### src/rtl/otp_pkg.sv
// Shared types and the default factory serial for the security area block.
package otp_pkg;

    typedef enum logic [1:0] {
        OP_SEC_RD  = 2'b00,
        OP_SEC_WR  = 2'b01,
        OP_LCK_RD  = 2'b10,
        OP_LCK_WR  = 2'b11
    } otp_op_e;

    // Default serial: byte k = (29*k mod 256) xor A5h, for 64 bytes.
    function automatic logic [511:0] make_serial();
        logic [511:0] s;
        s = '0;
        for (int k = 0; k < 64; k++) begin
            s[8*k +: 8] = 8'(k * 29) ^ 8'hA5;
        end
        return s;
    endfunction

endpackage

### src/rtl/otp_user_array.sv
// Write-once user store. Holds the user half of the security area.
// Assumes: writes arrive only while a program session is open; commit
// marks the end of that session and seals the array for good.
module otp_user_array #(
    parameter int N_BYTES = 64,
    parameter int IDX_W   = $clog2(N_BYTES)
) (
    input  logic                 clk,
    input  logic                 rst_n,
    input  logic                 wr_en,
    input  logic [IDX_W-1:0]     wr_idx,
    input  logic [7:0]           wr_data,
    input  logic                 commit,
    input  logic [IDX_W-1:0]     rd_idx,
    output logic [7:0]           rd_byte,
    output logic                 sealed,
    output logic [8*N_BYTES-1:0] flat
);

    logic [7:0] mem [N_BYTES];

    // Store bytes until sealed; the first commit seals permanently.
    always_ff @(posedge clk) begin
        if (!rst_n) begin
            for (int i = 0; i < N_BYTES; i++) mem[i] <= 8'hFF;
            sealed <= 1'b0;
        end else begin
            if (wr_en && !sealed) mem[wr_idx] <= wr_data;
            if (commit) sealed <= 1'b1;
        end
    end

    assign rd_byte = mem[rd_idx];

    // Flattened view for the checker.
    for (genvar i = 0; i < N_BYTES; i++) begin : g_flat
        assign flat[8*i +: 8] = mem[i];
    end

endmodule

### src/rtl/otp_lock_bank.sv
// Sector lock bits plus the page check. A bit only ever goes 0 -> 1.
// Assumes: sectors are equal power-of-two slices taken from the top
// page-address bits.
module otp_lock_bank #(
    parameter int N_SECT = 4,
    parameter int SEC_W  = $clog2(N_SECT),
    parameter int PAGE_W = 9
) (
    input  logic              clk,
    input  logic              rst_n,
    input  logic              set_en,
    input  logic [SEC_W-1:0]  set_idx,
    input  logic [7:0]        set_val,
    input  logic              acc_valid,
    input  logic [PAGE_W-1:0] acc_page,
    output logic              acc_reject,
    output logic [N_SECT-1:0] lock_bits
);

    localparam int SHIFT = PAGE_W - SEC_W;

    logic [N_SECT-1:0] hit;

    // Lock a sector on an FFh payload byte; every other value is dropped.
    always_ff @(posedge clk) begin
        if (!rst_n) lock_bits <= '0;
        else if (set_en && set_val == 8'hFF) lock_bits[set_idx] <= 1'b1;
    end

    // Per-sector match of the requested page against locked sectors.
    for (genvar s = 0; s < N_SECT; s++) begin : g_hit
        assign hit[s] = lock_bits[s] && ((acc_page >> SHIFT) == PAGE_W'(s));
    end

    // Registered reject answer, one cycle after the request.
    always_ff @(posedge clk) begin
        if (!rst_n) acc_reject <= 1'b0;
        else        acc_reject <= acc_valid && (|hit);
    end

endmodule

### src/rtl/otp_read_port.sv
// Sequential read-out for both read sessions. Pointer restarts at 0 on
// every session, saturates one past the area, and pads beyond the end.
// Assumes: restart and step are never asserted together.
module otp_read_port #(
    parameter int                        SEC_BYTES  = 128,
    parameter int                        N_SECT     = 4,
    parameter int                        PTR_W      = $clog2(SEC_BYTES) + 1,
    parameter int                        UIDX_W     = $clog2(SEC_BYTES / 2),
    parameter int                        SEC_W      = $clog2(N_SECT),
    parameter logic [7:0]                PAD_BYTE   = 8'h5A,
    parameter logic [4*SEC_BYTES-1:0]    FACTORY_ID = '0
) (
    input  logic              clk,
    input  logic              rst_n,
    input  logic              restart,
    input  logic              step,
    input  logic              is_lock,
    input  logic [7:0]        user_byte,
    output logic [UIDX_W-1:0] user_idx,
    input  logic [N_SECT-1:0] lock_bits,
    output logic              rd_valid,
    output logic [7:0]        rd_data
);

    localparam int USER_BYTES = SEC_BYTES / 2;

    logic [PTR_W-1:0] ptr;
    logic [7:0]       nxt;

    assign user_idx = ptr[UIDX_W-1:0];

    // Select the byte at the pointer for the active read type.
    always_comb begin
        if (is_lock) begin
            nxt = (ptr < PTR_W'(N_SECT)) ? {8{lock_bits[ptr[SEC_W-1:0]]}} : PAD_BYTE;
        end else if (ptr < PTR_W'(USER_BYTES)) begin
            nxt = user_byte;
        end else if (ptr < PTR_W'(SEC_BYTES)) begin
            nxt = FACTORY_ID[{ptr[UIDX_W-1:0], 3'b000} +: 8];
        end else begin
            nxt = PAD_BYTE;
        end
    end

    // Advance the pointer and register the output byte.
    always_ff @(posedge clk) begin
        if (!rst_n) begin
            ptr      <= '0;
            rd_valid <= 1'b0;
            rd_data  <= '0;
        end else if (restart) begin
            ptr      <= '0;
            rd_valid <= 1'b0;
        end else if (step) begin
            rd_data  <= nxt;
            rd_valid <= 1'b1;
            if (ptr != PTR_W'(SEC_BYTES)) ptr <= ptr + 1'b1;
        end else begin
            rd_valid <= 1'b0;
        end
    end

endmodule

### src/rtl/otp_secure_regs.sv
// Top: session tracking and routing between the SPI front end, the
// write-once user store, the sector lock bank and the read port.
// Assumes: the front end has already removed opcode, address and dummy
// bytes and presents only payload bytes and read requests.
module otp_secure_regs #(
    parameter int                              SEC_BYTES  = 128,
    parameter int                              N_SECT     = 4,
    parameter int                              PAGE_W     = 9,
    parameter logic [7:0]                      PAD_BYTE   = 8'h5A,
    parameter logic [8*(SEC_BYTES/2)-1:0]      FACTORY_ID = otp_pkg::make_serial()
) (
    input  logic              clk,
    input  logic              rst_n,
    input  logic              sess_start,
    input  logic [1:0]        sess_op,
    input  logic              sess_end,
    input  logic              din_valid,
    input  logic [7:0]        din,
    input  logic              rd_req,
    output logic              rd_valid,
    output logic [7:0]        rd_data,
    input  logic              acc_valid,
    input  logic [PAGE_W-1:0] acc_page,
    output logic              acc_reject,
    output logic [N_SECT-1:0] lock_mask
);

    import otp_pkg::*;

    localparam int USER_BYTES = SEC_BYTES / 2;
    localparam int PTR_W      = $clog2(SEC_BYTES) + 1;
    localparam int UIDX_W     = $clog2(USER_BYTES);
    localparam int SEC_W      = $clog2(N_SECT);

    otp_op_e                 cur_op;
    logic                    active;
    logic [PTR_W-1:0]        byte_cnt;
    logic                    user_wr, user_commit, lock_wr, rd_step, rd_lock;
    logic [7:0]              user_byte;
    logic [UIDX_W-1:0]       user_idx;
    logic                    sealed;
    logic [8*USER_BYTES-1:0] user_flat;

    // Session open/close and operation latch.
    always_ff @(posedge clk) begin
        if (!rst_n) begin
            active <= 1'b0;
            cur_op <= OP_SEC_RD;
        end else begin
            if (sess_end) active <= 1'b0;
            if (sess_start) begin
                active <= 1'b1;
                cur_op <= otp_op_e'(sess_op);
            end
        end
    end

    // Payload byte counter, saturating one past the area.
    always_ff @(posedge clk) begin
        if (!rst_n || sess_start) byte_cnt <= '0;
        else if (active && din_valid && byte_cnt != PTR_W'(SEC_BYTES))
            byte_cnt <= byte_cnt + 1'b1;
    end

    assign user_wr     = active && din_valid && cur_op == OP_SEC_WR
                         && byte_cnt < PTR_W'(USER_BYTES);
    assign user_commit = active && sess_end && cur_op == OP_SEC_WR;
    assign lock_wr     = active && din_valid && cur_op == OP_LCK_WR
                         && byte_cnt < PTR_W'(N_SECT);
    assign rd_lock     = cur_op == OP_LCK_RD;
    assign rd_step     = active && rd_req && !sess_start
                         && (cur_op == OP_SEC_RD || rd_lock);

    otp_user_array #(.N_BYTES(USER_BYTES), .IDX_W(UIDX_W)) u_user (
        .clk     (clk),
        .rst_n   (rst_n),
        .wr_en   (user_wr),
        .wr_idx  (byte_cnt[UIDX_W-1:0]),
        .wr_data (din),
        .commit  (user_commit),
        .rd_idx  (user_idx),
        .rd_byte (user_byte),
        .sealed  (sealed),
        .flat    (user_flat)
    );

    otp_lock_bank #(.N_SECT(N_SECT), .SEC_W(SEC_W), .PAGE_W(PAGE_W)) u_lock (
        .clk        (clk),
        .rst_n      (rst_n),
        .set_en     (lock_wr),
        .set_idx    (byte_cnt[SEC_W-1:0]),
        .set_val    (din),
        .acc_valid  (acc_valid),
        .acc_page   (acc_page),
        .acc_reject (acc_reject),
        .lock_bits  (lock_mask)
    );

    otp_read_port #(
        .SEC_BYTES  (SEC_BYTES),
        .N_SECT     (N_SECT),
        .PTR_W      (PTR_W),
        .UIDX_W     (UIDX_W),
        .SEC_W      (SEC_W),
        .PAD_BYTE   (PAD_BYTE),
        .FACTORY_ID (FACTORY_ID)
    ) u_rd (
        .clk       (clk),
        .rst_n     (rst_n),
        .restart   (sess_start),
        .step      (rd_step),
        .is_lock   (rd_lock),
        .user_byte (user_byte),
        .user_idx  (user_idx),
        .lock_bits (lock_mask),
        .rd_valid  (rd_valid),
        .rd_data   (rd_data)
    );

endmodule

### config.mk
export PLATFORM = sky130hd
export DESIGN_NAME = otp_secure_regs
export DESIGN_NICKNAME = d
export VERILOG_FILES = /design/src/rtl/otp_pkg.sv /design/src/rtl/otp_user_array.sv /design/src/rtl/otp_lock_bank.sv /design/src/rtl/otp_read_port.sv /design/src/rtl/otp_secure_regs.sv
export SDC_FILE = /design/constraint.sdc
export NUM_CORES = 1
export LEC_CHECK = 0
export BUFFER_PORTS_ARGS = -buffer_cell sky130_fd_sc_hd__buf_2
export CORE_MARGIN = 5
export CORE_UTILIZATION = 40
export CTS_CLUSTER_SIZE = 20
export DETAILED_ROUTE_END_ITERATION = 8
export HOLD_SLACK_MARGIN = 0.1
export REMOVE_ABC_BUFFERS = 1
export SLEW_MARGIN = 20
export SYNTH_ARGS = -nofsm -noshare
export SYNTH_HDL_FRONTEND = slang
export SYNTH_SLANG_ARGS = --single-unit
export TNS_END_PERCENT = 1
### constraint.sdc
create_clock -name clk -period 7.3 [get_ports clk]
set_input_delay 0.365 -clock clk [delete_from_list [all_inputs] [get_ports clk]]
set_output_delay 0.365 -clock clk [all_outputs]
set_load 0.01 [all_outputs]
After elaboration in Yosys (flattened, before gate mapping)

Memories as Yosys holds them, arrays and structs flattened. A register that Yosys moved wholly into a read port is not among the register bits.
Cells that the tools add are included.

Div/mod/pow operators: 0
Muxes and demuxes: 20
Reductions and logical operators: 32
$lt $le $gt $ge: 8
Eq/ne operators: 9
Bitwise operators: 3
Multipliers: 0
Shift-type cells: 1
Add/sub/neg operators: 2

Operators by type and width:

| operator                  | count |
|---|---|
| $shiftx 512x10->8 const A | 1 |
| $mux 8                    | 5 |
| $logic_and 1x1->1         | 19 |
| $mux 6                    | 3 |
| $add 8x1->8 const B       | 2 |
| $lt 8x3->1 const B        | 2 |
| $lt 8x7->1 const B        | 2 |
| $ne 8x8->1 const B        | 2 |
| $mux 1                    | 10 |
| $logic_not 9->1           | 1 |
| $eq 2x2->1 const B        | 4 |
| $eq 8x8->1 const B        | 1 |
| $lt 8x8->1 const B        | 1 |
| $reduce_or 8->1           | 1 |
| $lt 2x3->1 const B        | 2 |
| $eq 2x1->1 const B        | 2 |
| $or 4x4->4                | 1 |
| $reduce_and 2->1          | 2 |
| $reduce_or 4->1           | 1 |
| $logic_not 1->1           | 3 |
| $bmux 1 s2                | 1 |
| $demux 1 s2               | 1 |
| $ge 2x1->1 const B        | 1 |
| $logic_not 2->1           | 1 |
| 4 further kinds           | 6 |

ROM bits: 0
Output and inout port bits: 14
Input port bits: 26
Bits in registers: 34
Memories kept: 1
Latch bits: 0
Word-level logic and storage cells: 85
Memory bits (writable): 512

Memory list:

| memory     | depth | width | rd ports | clocked after Yosys merged registers in | write ports | RTL line             | source |
|---|---|---|---|---|---|---|---|
| u_user.mem | 64    | 8     | 1        | 1                                       | 64          | otp_user_array.sv:20 | `logic [7:0] mem [N_BYTES];` |

Depth between registers and ports, before layout

Gate-level depths: netlist (run 1).

Depth after elaboration: 9
Depth in mapped cells: 10
Gate-level depth less buffers: 8

Modules after synthesis

A second synthesis (run 1) with hierarchy kept.

Cell total of the unflattened synthesis: 1,871
Area, all modules: 26,067.5 um^2

By module, submodules not included:

| module          | instances | seq. area each (um^2) | cells an instance | area an instance (um^2) |
|---|---|---|---|---|
| otp_user_array  | 1         | 15,394.8              | 1,590             | 23,729.0 |
| otp_read_port   | 1         | 340.3                 | 189               | 1,540.2 |
| otp_secure_regs | 1         | 220.2                 | 67                | 568.0 |
| otp_lock_bank   | 1         | 100.1                 | 25                | 230.2 |

Least setup slack after synthesis (run 1)

OpenSTA, ideal clock, no wires.

Kind: flip-flop to flip-flop
Start point: register cur_op[1]
End point: memory u_user.mem[0][0] (enable)
Setup time: 0.384 ns
Data required time: 6.916 ns
Arrival time: 2.155 ns
Clock period less this slack: 2.539 ns
Path buffers: 2
Stages on the path, launching flop included: 8
Setup slack: 4.761 ns
Cells stage by stage: dfxtp_1 nand4bb_1 nor4_4 nand2_2 or3_1 buf_4 buf_2 o21ai_0

RTL lines:

| what                   | RTL line              | source |
|---|---|---|
| from (decl)            | otp_secure_regs.sv:35 | `otp_op_e cur_op;` |
| from (signal assigned) | otp_secure_regs.sv:53 | `cur_op <= otp_op_e'(sess_op);` |
| to (decl)              | otp_user_array.sv:20  |  |

==> results of run 1 <==
[critical path, stage by stage (launching register included)]
cell and delay, ns:
dfxtp_1 0.46, nand4bb_1 0.20, nor4_4 0.27, nand2_2 0.17
nor2_2 0.90, nand2_1 0.49, nand2_1 0.51
[timing repair]
item | in CTS | in global routing
endpoints found under the hold margin | 4 | 0
setup buffers | 0 | 0
hold buffers | 8 | 0
gates resized for setup | 0 | 0
[area by class of cell]
cell class                 count  area, µm²
sequential                   552      16200
clock inverter                25        210
fill                        5807      36500
timing repair buffer         110        781
inverter                      14       52.6
clock buffer                  82       1650
multi-input combinational   1186       9320
tap                          864       1080
antenna                        1       2.50
[routing by layer]
layer  track usage [%]  part of all wire [%]  vias up
met5                 0                     0        -
met4              5.99                   2.9        0
met3              3.93                   7.8      136
met2              32.4                    47      687
met1              29.8                    43     8633
li1                  -                     -     7367
[cells in the final DEF (no fill, tap or decap), types with 8 or more instances in the layout]
master,instances
edfxtp_1,512
or3_1,324
or2_2,196
mux4_2,100
nand2_1,83
mux2i_1,81
buf_4,70
clkbuf_16,61
o21ai_0,51
nor2_1,47
dfxtp_1,36
buf_2,31
nand3_1,30
a22oi_1,27
nor2b_1,22
a21oi_1,17
ha_1,16
nand2b_1,15
clkbuf_1,15
nor3_1,13
nand4_1,13
clkinv_1,12
inv_1,11
mux2_2,10
o211ai_1,10
a31oi_1,9
a211oi_1,9
clkinv_2,9
o21ai_1,8
and2_1,8
dlygate4sd3_1,8
[registers in the layout, indices dropped and copies added (netlist names), named ones only]
| signal | flops |
|---|---|
| u_user.mem | 512 |
| u_rd.rd_data | 8 |
| u_user.sealed | 1 |
| active | 1 |
| u_lock.lock_bits | 4 |
| u_rd.ptr | 8 |
| byte_cnt | 8 |
| u_lock.acc_reject | 1 |
| cur_op | 2 |
| u_rd.rd_valid | 1 |
[through the flow]
| step | cell area (µm²) | instances |
|---|---|---|
| 6_report | 29300 | 2834 |
| 5_1_grt | 29300 | 2833 |
| 4_1_cts | 29300 | 2833 |
| 3_5_place_dp | 27300 | 2718 |
| 3_3_place_gp | 27300 | 2718 |
| 2_1_floorplan | 25500 | 1752 |
[report_power, final]
group | total, mW | internal, mW | switching [mW] | leakage [nW]
logic | 0.279 | 0.0844 | 0.195 | 2.49
registers | 3.61 | 3.57 | 0.0412 | 5.15
clock network | 2.91 | 1.67 | 1.24 | 0.912
total | 6.80 | 5.32 | 1.48 | 8.55
[logic make-up (layout without fill, tap and decap cells)]
family,after synthesis,in the layout,share of synthesized area [%]
and+or+nand+nor,786,786,17.4
DFF,552,552,61.1
buffers and inverters,224,231,3.86
muxes,191,191,12.0
AOI/OAI and AO/OA,180,180,4.52
adders and majority gates,16,16,0.756
xor gates and xnor gates,13,13,0.430
other,0,1,0
[worst min-delay path by stage]
stage | to | slack [ns]
floorplan | u_user.sealed$_SDFFE_PN0P_ | 0.43
CTS | u_user.sealed$_SDFFE_PN0P_ | 0.14
global route | u_user.sealed$_SDFFE_PN0P_ | 0.16
finish | u_user.sealed$_SDFFE_PN0P_ | 0.18
detailed placement | u_user.sealed$_SDFFE_PN0P_ | 0.46
global placement | u_user.sealed$_SDFFE_PN0P_ | 0.45
==> key figures, run 1 <==
Floorplanning
  • Core Box Area: 0.0657 mm²
  • Initial Util: roughly two fifths
  • Die height: 267 µm
  • Site Rows: 94
  • Die width: between 200 and 300 µm
  • I/O Pins: 40
  • Die Area: roughly 0.071 mm²

Synthesis
  • Synth top area cells: edfxtp_1 (58%), mux4_2 (8.5%), or3_1 (7.7%)
  • Post-synth cell types: 71
  • Synthesized cell area: 0.0265 mm²
  • Cells after Synth: slightly below 2000
  • EDFF count, synth: 512
  • Most frequent cells after synthesis: edfxtp_1 (512), or3_1 (327), or2_2 (196)
  • Synthesis Warnings: 0
  • Most frequent cell after synthesis: edfxtp_1
  • Top_reg_cell synth: edfxtp_1
  • Yosys top cell area share: between 50% and 60%
  • Avg Cell Area, Syn: between 10 and 15 µm²
  • Register area share after synthesis: between 60% and 70%
  • Async S/R FF share, synth: 0%
  • Number of synthesized register bits: 552
  • Area leader, netlist: edfxtp_1

Route
  • Routed len/inst: 26.6 µm
  • DR iter-0 viols: roughly 1900
  • Vias: 16800
  • DR pass1 iterations: 5
  • DRC errors left: 0
  • Routed vias/inst: 5.94
  • Post-Route WL: about 75000 µm
  • Post-route ant nets: 0

Setup path
  • Worst R2R Start: cur_op[0]$_SDFFE_PN0P_
  • Crit end category: flop
  • R2R depth: 6
  • CP endpoint: u_user.mem[14][6]$_SDFFCE_PN1P_
  • Crit path launch: cur_op[0]$_SDFFE_PN0P_
  • Crit-path max FO: 9
  • Worst EP arrival: about 3.7 ns
  • Reg2reg end: u_user.mem[14][6]$_SDFFCE_PN1P_
  • Startpoint types: flop
  • Worst setup path category: flop to flop
  • Worst path required time: approximately 7.6 ns
  • Worst R2R Setup Slack: slightly below 4 ns

Finish
  • Final core utilization: 44.5%
  • Layout area overhead: 10.5%
  • Final nets: just under 2000
  • Layout cell share with drive strength beyond 1: 25.9%

CTS
  • Total CTS buffers: just under 60
  • Clk_lat worst skew: between 0.6 and 0.7 ns
  • Sink Count: about 550
  • Clock Root Buffer: clkbuf_16
  • Clock Tree Buf Depth: 3
  • Worst-path clk slew: 0.06 ns
  • Max H-tree Level: 2
  • CTS tree: done

Global route
  • GRT Overall Usage: between 20% and 30%
  • Grt total ovfl: 0
  • Largest net degree at the start of global routing: between 90 and 100
  • Vias in the first global route: between 15000 and 20000
  • Antenna violations before repair: 0
  • First-pass GRT wire length: approximately 110000 µm

Power
  • Tot Pwr: between 6 and 7 mW
  • PD cells: approximately 230 mW/mm²
  • VDD IR max: 0.000192 V
  • Leakage: approximately 8.5 nW

STA
  • Worst-Margin Slew: around 1.1 ns
  • Tcrit/Tclk final: 46.3%
  • Final TNS setup: 0 ns
  • Clk_skew: 0.0200 ns
  • Min cycle time layout: 3.38 ns
  • RSZ-0062 raised after global routing: no
  • Relative slew slack: roughly a quarter
  • Final Hold Fails: 0
  • Final Max Slew Viols: 0
  • Tightest hold margin: about 0.18 ns
  • Fmax: 296 MHz
  • Post-route setup slack: approximately 3.9 ns
  • Final setup viols: 0

Worst hold path
  • HP Class: input pin to flop
  • Hold Crit Start: sess_end
  • Worst Hold Path Cells: 3

Run status
  • Status: complete, no violations

Flow run
  • Max Cap Violations: 0

Place
  • Routability-driven placement congestion ratio: ~0.93
  • Port Buffers: 32
  • DPL Wire Length: 45000 µm
  • Worst slack, placed: roughly 3.3 ns
(Power assumes the default switching activity.)
==> run 2: changes to the inputs <==
--- a/config.mk
+++ b/config.mk
@@ -5,6 +5,7 @@
 export SDC_FILE = /design/constraint.sdc
 export NUM_CORES = 1
 export LEC_CHECK = 0
+export ABC_AREA = 1
 export BUFFER_PORTS_ARGS = -buffer_cell sky130_fd_sc_hd__buf_2
 export CORE_MARGIN = 5
 export CORE_UTILIZATION = 40
==> constraint.sdc (replaced) <==
create_clock -name clk -period 2.89 [get_ports clk]
set_input_delay 0.1445 -clock clk [delete_from_list [all_inputs] [get_ports clk]]
set_output_delay 0.1445 -clock clk [all_outputs]
set_load 0.01 [all_outputs]
==> key figures, run 2 <==
CTS
  • Setup bufs post-CTS: 0
  • CTS tree: done
  • Worst-path clk slew: around 0.06 ns
  • Sink Count: approximately 550
  • Clk_lat worst skew: between 0.6 and 0.7 ns
  • Max H-tree Level: 2
  • Total CTS buffers: between 50 and 60
  • Clock Tree Buf Depth: 3
  • Clock Root Buffer: clkbuf_16

Synthesis
  • Most frequent cell after synthesis: nand2_1
  • Synthesized cell area: around 0.026 mm²
  • Cells after Synth: ~2800
  • EDFF count, synth: between 500 and 600
  • Synth top area cells: edfxtp_1 (59%), nand2_1 (17%), nand3_1 (8.5%)
  • Synthesis Warnings: 0
  • Most frequent cells after synthesis: nand2_1 (1208), edfxtp_1 (512), nand3_1 (441)
  • Yosys top cell area share: slightly below 60%
  • Post-synth cell types: 40
  • Number of synthesized register bits: roughly 550
  • Area leader, netlist: edfxtp_1
  • Async S/R FF share, synth: 0%
  • Register area share after synthesis: 62.3%
  • Top_reg_cell synth: edfxtp_1
  • Avg Cell Area, Syn: 9.34 µm²

Global route
  • Antenna violations before repair: 0
  • GRT Overall Usage: 20.7%
  • Vias in the first global route: ~19000
  • Largest net degree at the start of global routing: 98
  • Grt total ovfl: 0
  • First-pass GRT wire length: ~110000 µm

STA
  • Tcrit/Tclk final: between 80% and 90%
  • Final setup viols: 0
  • Min cycle time layout: around 2.5 ns
  • Worst-Margin Slew: approximately 1.1 ns
  • RSZ-0062 raised after global routing: no
  • Final Hold Fails: 0
  • Relative slew slack: about 28%
  • Final TNS setup: 0 ns
  • Fmax: just under 400 MHz
  • Final Max Slew Viols: 0
  • Clk_skew: roughly 0.024 ns

Power
  • Clock share of power: roughly 43%
  • Sw frac: roughly 22%
  • Tot Pwr: 16.7 mW
  • Leakage: roughly 9.5 nW
  • PD cells: about 570 mW/mm²
  • Proportion of power drawn by flip-flops and latches: between 50% and 60%
  • VDD IR max: 0.000555 V
  • Internal power: between 10 and 15 mW
  • Comb pwr share: approximately 4.6%
  • P_sw: about 3.7 mW

Route
  • Routed vias/inst: roughly 5.4
  • DR pass1 iterations: 6
  • DRC errors left: 0
  • Routed len/inst: 20.1 µm
  • Post-route ant nets: 0
  • Vias: approximately 20000
  • DR iter-0 viols: 2260
  • Post-Route WL: about 75000 µm

Setup path
  • Reg2reg end: u_user.mem[7][2]$_SDFFCE_PN1P_
  • Startpoint types: flop
  • Crit-path max FO: 8
  • Worst R2R Setup Slack: around 0.36 ns
  • Crit end category: flop
  • Worst setup path category: flop to flop
  • Worst R2R Start: cur_op[0]$_SDFFE_PN0P_
  • Worst EP arrival: roughly 2.9 ns
  • R2R depth: 10
  • Worst path required time: about 3.2 ns

Worst hold path
  • Worst hold endpoint: u_user.mem[44][2]$_SDFFCE_PN1P_
  • HP Class: input pin to flop
  • Worst Hold Path Cells: 3
  • Hold Crit Start: din[2]

Floorplanning
  • Initial Util: a little over 40%
  • Die width: between 200 and 300 µm
  • I/O Pins: 40
  • Die height: 265 µm
  • Site Rows: 93
  • Die Area: approximately 0.070 mm²
  • Core Box Area: 0.0643 mm²

Finish
  • Leading cell types in the layout, fill and taps excluded: nand2_1 (1208), edfxtp_1 (512), nand3_1 (441)
  • Final core utilization: 45.6%
  • Final nets: between 2000 and 3000
  • Largest Register: u_user.mem
  • Layout cell share with drive strength beyond 1: ~9.7%
  • Layout area overhead: 13.1%
  • Commonest non-fill, non-tap cell in the layout: nand2_1
  • Largest register FFs: 512

Run status
  • Status: complete, no violations

Place
  • Routability-driven placement congestion ratio: around 0.9
  • DPL Wire Length: roughly 48000 µm
  • Port Buffers: 32

Flow run
  • Max Cap Violations: 0
[run 2: cell count changes in the layout (fill, tap and decap cells not counted), moves of 18 or more]
cell     delta
buf_4      +38
nor2b_1    -22
nand2_1  +1125
mux4_2    -100
nor2_1     +43
mux2i_1    -81
or2_2     -196
or3_1     -324
nor2_4     +18
inv_1      +38
a22oi_1    -26
nand3_1   +411
o21ai_0    +46
a21oi_1    +31
[run 2: layout make-up]
type,instances,area (µm²)
clock inverters,30,265
repair buffers,177,1500
diodes,2,5.00
fillers,6041,35000
inverters,69,267
clock buffers,76,1530
well taps,855,1070
flip-flops and latches,552,16200
multi-input cells,1966,8530
[run 2: timing repair]
action	CTS	global route
endpoints found under the hold margin	91	0
setup endpoints to repair	0	0
hold buffers	21	0
resized for setup	0	0
[run 2: how the worst max path moves through the flow]
| stage | depth (start not counted) | startpoint | to | slack, ns |
|---|---|---|---|---|
| after floorplan | 11 | flop | u_rd.rd_data[6]$_SDFFE_PN0P_ | -5.21 |
| after global placement | 10 | cur_op[0]$_SDFFE_PN0P_ | u_user.mem[7][2]$_SDFFCE_PN1P_ | 0.40 |
| after detailed placement | 10 | cur_op[0]$_SDFFE_PN0P_ | u_user.mem[7][4]$_SDFFCE_PN1P_ | 0.37 |
| after CTS | 10 | cur_op[0]$_SDFFE_PN0P_ | u_user.mem[7][4]$_SDFFCE_PN1P_ | 0.34 |
| after global routing | 10 | cur_op[0]$_SDFFE_PN0P_ | u_user.mem[39][6]$_SDFFCE_PN1P_ | 0.13 |
| final | 10 | cur_op[0]$_SDFFE_PN0P_ | u_user.mem[7][2]$_SDFFCE_PN1P_ | 0.36 |
[run 2: routing by layer]
layer / part of all wire, % / global-route usage (%) / up-vias
li1: - / - / 9436
met1: 42 / 28.7 / 9573
met2: 47 / 33.2 / 839
met3: 8.5 / 4.05 / 155
met4: 3.2 / 6.71 / 0
met5: 0 / 0 / -
[run 2: cell families (layout without fill, tap and decap cells)]
logic type	count (synthesis)	after routing	share of synthesized area [%]
flops	552	552	62.3
simple gates	1783	1783	28.7
other cells	0	2	0
buf+inv	263	352	4.83
fa+ha+maj	16	16	0.771
compound gates	167	167	3.43
[run 2: power by group through the flow]
stage               clock (mW)  sequential (mW)  combinational, mW
floorplan                    0             8.92              0.360
global placement             0             8.90              0.729
detailed placement           0             8.90              0.745
CTS                       7.26             8.73              0.768
global route              7.61             8.72              0.831
finish                    7.17             8.73              0.774
[run 2: stage by stage]
stage	hold slack, ns	setup slack, ns	instance area (µm²)	std cells
3_5_place_dp	0.420	0.371	27300	3598
5_1_grt	0.233	0.134	29300	3725
3_3_place_gp	0.404	0.396	27300	3598
6_report	0.219	0.359	29400	3727
2_1_floorplan	0.280	-5.21	25000	2587
4_1_cts	0.193	0.340	29300	3725
[run 2: critical path, cell delays in order (launching register included)]
cell and delay [ns]:
dfxtp_1 0.37, inv_2 0.06, nor2_2 0.10, nand3_1 0.11, nor4_2 0.17, inv_2 0.10, nor2_4 0.12, nand2_1 0.38
buf_4 0.34, nor2_1 0.38, nand2_1 0.11
==> run 3: changes to the inputs <==
--- a/config.mk
+++ b/config.mk
@@ -7,6 +7,7 @@
 export LEC_CHECK = 0
 export ABC_AREA = 1
 export BUFFER_PORTS_ARGS = -buffer_cell sky130_fd_sc_hd__buf_2
+export CORE_ASPECT_RATIO = 0.8
 export CORE_MARGIN = 5
 export CORE_UTILIZATION = 40
 export CTS_CLUSTER_SIZE = 20
==> key figures, run 3 (synthesized netlist as in run 2, its figures left out) <==
Setup path
  • Worst setup path category: flop to flop
  • Crit path cell chain: inv_2, nor2_2, nand3_1, nor4_2, inv_2, nor2_4, nand2_1, buf_4, nor2_1, nand2_1
  • Slowest cell delay on critical path: around 0.47 ns
  • Crit end category: flop
  • Worst R2R Start: cur_op[0]$_SDFFE_PN0P_
  • R2R depth: 10
  • Crit-path max FO: 8
  • Worst EP arrival: around 3.0 ns
  • Worst R2R Setup Slack: 0.22 ns
  • Crit path max-delay cell type: nand2_1
  • Startpoint types: flop
  • Reg2reg end: u_user.mem[30][6]$_SDFFCE_PN1P_
  • Worst path required time: approximately 3.2 ns

STA
  • Fmax: 374 MHz
  • RSZ-0062 raised after global routing: no
  • Relative slew slack: between 40% and 50%
  • Worst-Margin Slew: between 0.8 and 0.9 ns
  • Clk_skew: 0.0104 ns
  • Tcrit/Tclk final: between 90 and 100%
  • Final Max Slew Viols: 0
  • Final setup viols: 0
  • Final Hold Fails: 0
  • Min cycle time layout: between 2 and 3 ns
  • Final TNS setup: 0 ns

Worst hold path
  • HP Class: input pin to flop
  • Worst Hold Path Cells: 4
  • Worst hold endpoint: u_user.mem[54][6]$_SDFFCE_PN1P_
  • Hold Crit Start: din[6]

Route
  • Post-route ant nets: 0
  • DR pass1 iterations: 5
  • DRC errors left: 0
  • Routed vias/inst: between 5 and 6
  • DR iter-0 viols: approximately 2000
  • Routed len/inst: slightly below 20 µm
  • Vias: between 20000 and 25000
  • Post-Route WL: roughly 73000 µm

CTS
  • Max H-tree Level: 2
  • Sink Count: ~550
  • CTS resizes: 0
  • Worst-path clk slew: about 0.06 ns
  • Clock Tree Buf Depth: 3
  • CTS tree: done
  • Total CTS buffers: 54
  • Clk_lat worst skew: around 0.6 ns
  • Clock Root Buffer: clkbuf_16

Power
  • P_sw: roughly 3.7 mW
  • Comb pwr share: 4.6%
  • Internal power: roughly 13 mW
  • Sw frac: between 20% and 30%
  • PD cells: 562 mW/mm²
  • Clock share of power: a little over two fifths
  • Leakage: 9.48 nW
  • VDD IR max: between 0.0005 and 0.0006 V
  • Proportion of power drawn by flip-flops and latches: between 50% and 60%

Global route
  • First-pass GRT wire length: about 110000 µm
  • Vias in the first global route: 19200
  • Largest net degree at the start of global routing: between 100 and 150
  • Antenna violations before repair: 2
  • GRT Overall Usage: approximately a fifth
  • Grt total ovfl: 0

Floorplanning
  • I/O Pins: 40
  • Die Area: between 0.07 and 0.08 mm²
  • Initial Util: slightly above 40%
  • Die height: around 240 µm
  • Die width: approximately 300 µm
  • Site Rows: a little over 80
  • Core Box Area: between 0.06 and 0.07 mm²

Finish
  • Layout cell share with drive strength beyond 1: roughly 10%
  • Final nets: between 2000 and 3000
  • Final cell count without fillers: between 3000 and 4000
  • Largest Register: u_user.mem
  • Commonest non-fill, non-tap cell in the layout: nand2_1
  • Footprint of the multi-input gates: approximately 0.0085 mm²
  • Layout area overhead: 12.9%
  • Layout fillers: around 6000
  • Largest register FFs: approximately 500
  • FF+latch area: 0.0162 mm²
  • Fin area: about 0.029 mm²
  • Leading cell types in the layout, fill and taps excluded: nand2_1 (1208), edfxtp_1 (512), nand3_1 (441)

Place
  • Port Buffers: 32
  • Routability-driven placement congestion ratio: roughly 0.9
  • DPL Wire Length: roughly 46000 µm
  • Area after DPL: between 0.02 and 0.03 mm²
  • Dpl cells: roughly 3600

Run status
  • Status: complete, no violations

Flow run
  • Max Cap Violations: 0
[run 3: cell count changes in the layout (fill, tap and decap cells not counted), sizes merged]
cell         previous run  this run
bufinv                  4         3
inv                    66        65
dlygate4sd3            21        18
clkbuf                 76        65
clkinv                 29        35
buf                   156       155
clkinvlp                0         3
[run 3: final cells by class]
cell class              instances  area share, %
repair buffers                173           5.16
flip-flops and latches        552           55.2
inverters                      69          0.909
multi-input cells            1966           29.2
diodes                          2         0.0171
clock inverters                37          0.875
clock buffers                  65           5.04
well taps                     850           3.63
[run 3: what timing repair did]
action	CTS	global route
setup buffers	0	0
endpoints found under the setup margin	0	0
hold buffers	18	0
endpoints found under the hold margin	60	0
[run 3: metal layers]
metal	up-vias	wire length, µm	GRT usage, %	share of wire [%]
li1	9430	-	-	-
met1	9632	31300	29.2	43
met2	844	33200	32.1	45
met3	141	6770	4.26	9.3
met4	0	1930	5.33	2.6
met5	-	0	0	0
[run 3: power groups by stage]
stage | clock, mW | combinational, mW | sequential [mW]
5_1_grt | 7.41 | 0.818 | 8.72
3_3_place_gp | 0 | 0.716 | 8.89
3_5_place_dp | 0 | 0.734 | 8.90
2_1_floorplan | 0 | 0.360 | 8.92
6_report | 6.98 | 0.759 | 8.72
4_1_cts | 7.06 | 0.755 | 8.72
[run 3: worst max path at each step]
stage	from	endpoint	slack, ns	cells after the start
after CTS	cur_op[0]$_SDFFE_PN0P_	u_user.mem[38][7]$_SDFFCE_PN1P_	0.30	10
after global routing	cur_op[0]$_SDFFE_PN0P_	u_user.mem[38][7]$_SDFFCE_PN1P_	0.05	10
after detailed placement	cur_op[0]$_SDFFE_PN0P_	u_user.mem[38][7]$_SDFFCE_PN1P_	0.30	10
after floorplan	flop	u_rd.rd_data[6]$_SDFFE_PN0P_	-5.21	11
final	cur_op[0]$_SDFFE_PN0P_	u_user.mem[30][6]$_SDFFCE_PN1P_	0.22	10
after global placement	din[3]	u_lock.lock_bits[3]$_SDFFE_PN0P_	0.32	7
[run 3: critical path: cells and delay by family (launching register included)]
kind,cells,cell delay (ns)
AND/OR/NAND/NOR,7,1.50
flip-flops,1,0.37
buffers and inverters,3,0.53
[run 3: metrics by stage]
| stage | hold slack [ns] | worst slack [ns] | utilization, % | total power, mW |
|---|---|---|---|---|
| 2_1_floorplan | 0.280 | -5.21 | - | 9.28 |
| 3_3_place_gp | 0.403 | 0.324 | 42.6 | 9.61 |
| 3_5_place_dp | 0.403 | 0.297 | 42.6 | 9.63 |
| 4_1_cts | 0.102 | 0.301 | 45.6 | 16.5 |
| 5_1_grt | 0.105 | 0.0456 | 45.6 | 17.0 |
| 6_report | 0.0834 | 0.217 | 45.6 | 16.5 |
